[config.mk]
export PLATFORM = sky130hd
export DESIGN_NAME = loadable_counter
export DESIGN_NICKNAME = d
export VERILOG_FILES = /design/src/rtl/lbc_pkg.sv /design/src/rtl/lbc_ctrl.sv /design/src/rtl/lbc_incr.sv /design/src/rtl/lbc_reg.sv /design/src/rtl/loadable_counter.sv
export SDC_FILE = /design/constraint.sdc
export NUM_CORES = 1
export LEC_CHECK = 0
export ABC_CLOCK_PERIOD_IN_PS = 1880
export CAP_MARGIN = 0
export CORE_AREA = 2 2 39 41
export DETAILED_ROUTE_END_ITERATION = 16
export DIE_AREA = 0 0 41 43
export DONT_BUFFER_PORTS = 1
export GPL_ROUTABILITY_DRIVEN = 0
export PLACE_DENSITY = 0.34
export SYNTH_ARGS = -nofsm -noshare
export SYNTH_HDL_FRONTEND = slang
export SYNTH_HIERARCHICAL = 1
export SYNTH_SLANG_ARGS = --single-unit
[constraint.sdc]
create_clock -name clk_i -period 1.88 [get_ports clk_i]
set_clock_uncertainty 0.15 [all_clocks]
set_input_delay 0.282 -clock clk_i [delete_from_list [all_inputs] [get_ports clk_i]]
set_output_delay 0.282 -clock clk_i [all_outputs]
set_load 0.01 [all_outputs]
[src/rtl/lbc_pkg.sv]
package lbc_pkg;
  typedef enum logic [1:0] {
    OP_HOLD = 2'd0,
    OP_INCR = 2'd1,
    OP_LOAD = 2'd2
  } lbc_op_e;
endpackage

[src/rtl/lbc_ctrl.sv]
module lbc_ctrl
  import lbc_pkg::*;
(
  input  logic    load_i,
  input  logic    count_i,
  output lbc_op_e op_o
);
  // load outranks count; clear is handled in the register
  always_comb begin
    if (load_i)       op_o = OP_LOAD;
    else if (count_i) op_o = OP_INCR;
    else              op_o = OP_HOLD;
  end

  always_comb begin
    assert_ctrl_priority_R7: assert (!(load_i && (op_o != OP_LOAD)));
  end
endmodule

[src/rtl/lbc_incr.sv]
module lbc_incr #(
  parameter int WIDTH = 4
) (
  input  logic [WIDTH-1:0] value_i,
  input  logic             en_i,
  output logic [WIDTH-1:0] next_o,
  output logic             carry_o
);
  logic [WIDTH:0] chain;

  assign chain[0] = en_i;

  // bit i toggles only when all lower bits are ones
  for (genvar i = 0; i < WIDTH; i++) begin : g_bit
    assign next_o[i]    = value_i[i] ^ chain[i];
    assign chain[i + 1] = chain[i] & value_i[i];
  end

  assign carry_o = chain[WIDTH];
endmodule

[src/rtl/lbc_reg.sv]
module lbc_reg
  import lbc_pkg::*;
#(
  parameter int WIDTH = 4
) (
  input  logic             clk_i,
  input  logic             rst_ni,
  input  lbc_op_e          op_i,
  input  logic [WIDTH-1:0] load_val_i,
  input  logic [WIDTH-1:0] incr_val_i,
  output logic [WIDTH-1:0] q_o
);
  always_ff @(posedge clk_i or negedge rst_ni) begin
    if (!rst_ni) begin
      q_o <= '0;
    end else begin
      unique case (op_i)
        OP_LOAD: q_o <= load_val_i;
        OP_INCR: q_o <= incr_val_i;
        default: q_o <= q_o;
      endcase
    end
  end

  assert_hold_R4: assert property (@(posedge clk_i) disable iff (!rst_ni)
    (op_i == OP_HOLD) |=> $stable(q_o));
endmodule

[src/rtl/loadable_counter.sv]
module loadable_counter
  import lbc_pkg::*;
#(
  parameter int WIDTH = 4
) (
  input  logic             clk_i,
  input  logic             rst_ni,
  input  logic             load_i,
  input  logic             count_i,
  input  logic [WIDTH-1:0] data_i,
  output logic [WIDTH-1:0] value_o,
  output logic             carry_o
);
  localparam logic [WIDTH-1:0] MaxVal = {WIDTH{1'b1}};

  lbc_op_e          op;
  logic [WIDTH-1:0] incr_val;

  lbc_ctrl u_ctrl (
    .load_i  (load_i),
    .count_i (count_i),
    .op_o    (op)
  );

  lbc_incr #(.WIDTH(WIDTH)) u_incr (
    .value_i (value_o),
    .en_i    (count_i),
    .next_o  (incr_val),
    .carry_o (carry_o)
  );

  lbc_reg #(.WIDTH(WIDTH)) u_reg (
    .clk_i      (clk_i),
    .rst_ni     (rst_ni),
    .op_i       (op),
    .load_val_i (data_i),
    .incr_val_i (incr_val),
    .q_o        (value_o)
  );

  assert_clear_zero_R1: assert property (@(posedge clk_i)
    !rst_ni |-> (value_o == '0));

  assert_load_R2: assert property (@(posedge clk_i) disable iff (!rst_ni)
    load_i |=> (value_o == $past(data_i)));

  assert_incr_R3: assert property (@(posedge clk_i) disable iff (!rst_ni)
    (!load_i && count_i) |=> (value_o == WIDTH'($past(value_o) + 1'b1)));

  assert_carry_gate_R5: assert property (@(posedge clk_i) disable iff (!rst_ni)
    carry_o |-> (count_i && (value_o == MaxVal)));

  assert_wrap_R6: assert property (@(posedge clk_i) disable iff (!rst_ni)
    (carry_o && !load_i) |=> (value_o == '0));
endmodule

==> impl_metrics.ini <==
[global_route]
via_count_of_the_first_global_routing_pass = 220
grt_max_degree = 9
antenna_violations_before_repair = 0
global_route_wire_length_before_repair_um = 897
groute.usage.overall_pct = 8.24
gr-total-overflow = 0

[floorplanning]
floorplan.initialDensity_pct = 19.8
row_count = 14
placeableCoreArea_um2 = 1380
die_area_um2 = 1760
floorplan.io_pins = 13
width_of_the_chip_um = 41
chipHeight_um = 43

[cells_and_area]
synthesis_to_layout_area_growth_pct = 15.1
top_regs = u_reg/q_o: 4 flops
final-instance-count-excl-fill = 44
fillers = 153
max_flop_register = u_reg/q_o
largest_register_ff_count = 4
final_nets = 43
final_layout_size_suffix_gt1_share_pct = 17.9
antenna_cells_inserted = 0

[sta]
finalHoldViolations = 0
total_negative_slack_for_setup_checks_ps = 0
fin_ws_ps = 49.7
report.final.slew_viol_count = 0
timing.hold.ws_ps = 88.9
fmaxAchievable_mhz = 546
final_min_period_over_clock_period_pct = 97.4
grt_setup_unrepaired = false
final-setup-viol-count = 0
slew_headroom_pct = 82.4
finalCriticalPeriod_ps = 1830
tightestPinTransition_ps = 264

[clock_tree]
postCtsSetupRepairBufs = 0
worst_skew_pair.late_latency_ps = 230
cts_tree = built
htree_levels = 1
numCtsBuffers = 3
clkSlewWorstSetupHoldPaths_ps = 40
clock_tree.root_cell = clkbuf_4
clock_sinks = 4
total_of_cells_resized_after_clock_tree_synthesis = 0
postCtsHoldBufs = 1
max-clock-path-buffers = 2

[setup_path]
worstReg2RegEnd = u_reg/q_o[3]$_DFFE_PN0P_
regToRegStartpoint = u_reg/q_o[0]$_DFFE_PN0P_
timing_worst_setup_path_type = flip-flop to primary output
cp_common_cell = ha_1
cp.buffers_inverters = 0
cp_cell_sequence = ha_1 -> ha_1 -> ha_1 -> ha_1
critical_path_required_ps = 1450
count_of_cells_along_the_worst_register_to_register_path = 6
end_kind = primary output
worst-path-max-fanout = 2
crit_cells = 4
worst_path_dominant_cell_family = adder cells
crit_path_launch_type = flip-flop
cp_data_arrival_time_ps = 1400
timing.critical_path.slowest_cell_delay_ps = 370
timing.critical_path.slowest_stage_cell = dfrtp_1
timing.reg2reg.setup_slack_ps = 190

[job]
timing.max_cap.violations = 0

[pwr]
leakage_nw = 0.152
design_power_total_mw = 0.283
cellPowerDensity_nw_per_um2 = 899
worst_ir_drop_vdd_v = 0.000260

[synth]
synth_ff_type = dfrtp_1
syn_inst = 25
synth-seq-cells = 4
synth_enable_flop_cells = 0
syn_nets = 38
netlist_top_cells_count = 5 x ha_1, 4 x dfrtp_1, 4 x mux2i_1, 4 x nand2_1, 4 x o21ai_1
avgSynthCellArea_um2 = 11.0
async_reset_ff_share_pct = 100
post_synth_main_area_contributors = dfrtp_1 37%, ha_1 23%, mux2i_1 15%, o21ai_1 7.3%, nand2_1 5.5%
synth_sequential_area_ratio_pct = 36.5
warning_count_from_the_yosys_run = 6
synth_most_common_cell = ha_1
synth.distinct_cells = 9
synth.top_cell.area_share_pct = 36.5
syn-cell-area_um2 = 274
synth_area_leader = dfrtp_1

[route]
first_iter_violations = 0
routed_via_density = 4.27
first_pass_detailed_route_iteration_total = 1
vias = 188
drt_drc = 0
routed_wirelength_um = 549
routedWlPerCell_um = 12.5
ant_nets = 0

[hold_path]
hp-class = input pin to flip-flop
instance_count_along_the_most_critical_hold_path = 2
end_of_the_worst_hold_path = u_reg/q_o[0]$_DFFE_PN0P_
hold_start = data_i[0]

[placement]
port-buffer-count = 0
pre_cts_ws_ps = 175
dp_cells = 40

[run_status]
status = complete, no violations
[kinds of logic after synthesis]
group                    Yosys count  synth area share, %
adder cells (fa/ha/maj)            5                 22.8
AND/OR/NAND/NOR                    5                 10.5
AO/OA/AOI/OAI                      4                 7.31
multiplexers                       4                 14.6
flip-flops                         4                 36.5
buffers and inverters              3                 8.22
[report_power, final]
| part | switching [mW] | internal [mW] |
|---|---|---|
| sequential | 0.0181 | 0.101 |
| clock | 0.0363 | 0.0715 |
| combinational | 0.0279 | 0.0283 |
[stage by stage]
| stage | area [µm²] | util, % |
|---|---|---|
| 6_report | 315 | 22.8 |
| 4_1_cts | 315 | 22.8 |
| 2_1_floorplan | 274 | - |
| 5_1_grt | 315 | 22.8 |
| 3_3_place_gp | 283 | 20.4 |
| 3_5_place_dp | 283 | 20.4 |
[worst register-to-register path, stage by stage, from the launching register on]
cell and delay (ps):
dfrtp_1 370, ha_1 210, ha_1 180, ha_1 180
ha_1 270, mux2i_1 130, o21ai_1 70
[metal layers]
metal	wire [µm]	GRT usage, %
met1	195	7.74
met2	304	12.5
met3	49	3.14
met4	0	8.00
met5	0	0
[worst max-delay path by stage]
stage	from	to	slack, ps
after CTS	u_reg/q_o[0]$_DFFE_PN0P_	carry_o	30
after global placement	u_reg/q_o[0]$_DFFE_PN0P_	u_reg/q_o[3]$_DFFE_PN0P_	200
after global routing	u_reg/q_o[0]$_DFFE_PN0P_	carry_o	2
after detailed placement	u_reg/q_o[0]$_DFFE_PN0P_	u_reg/q_o[3]$_DFFE_PN0P_	170
after floorplan	u_reg/q_o[0]$_DFFE_PN0P_	u_reg/q_o[3]$_DFFE_PN0P_	210
final	u_reg/q_o[0]$_DFFE_PN0P_	carry_o	50
[area by class of cell]
type / instances / area (µm²) / share of cell area, %
tap: 16 / 20.0 / 6.35
timing repair buffer: 2 / 17.5 / 5.56
sequential: 4 / 100 / 31.7
inverter: 1 / 3.75 / 1.19
multi-input combinational: 18 / 151 / 48.0
clock buffer: 3 / 22.5 / 7.14
[cell usage in the layout (no fill, tap or decap)]
cell / instances
buf_4: 1
clkbuf_4: 3
dfrtp_1: 4
dlygate4sd3_1: 1
ha_1: 5
inv_1: 1
mux2i_1: 4
nand2_1: 4
nor2b_4: 1
o21ai_1: 4
Note: power is estimated with default switching activity, not from simulation.
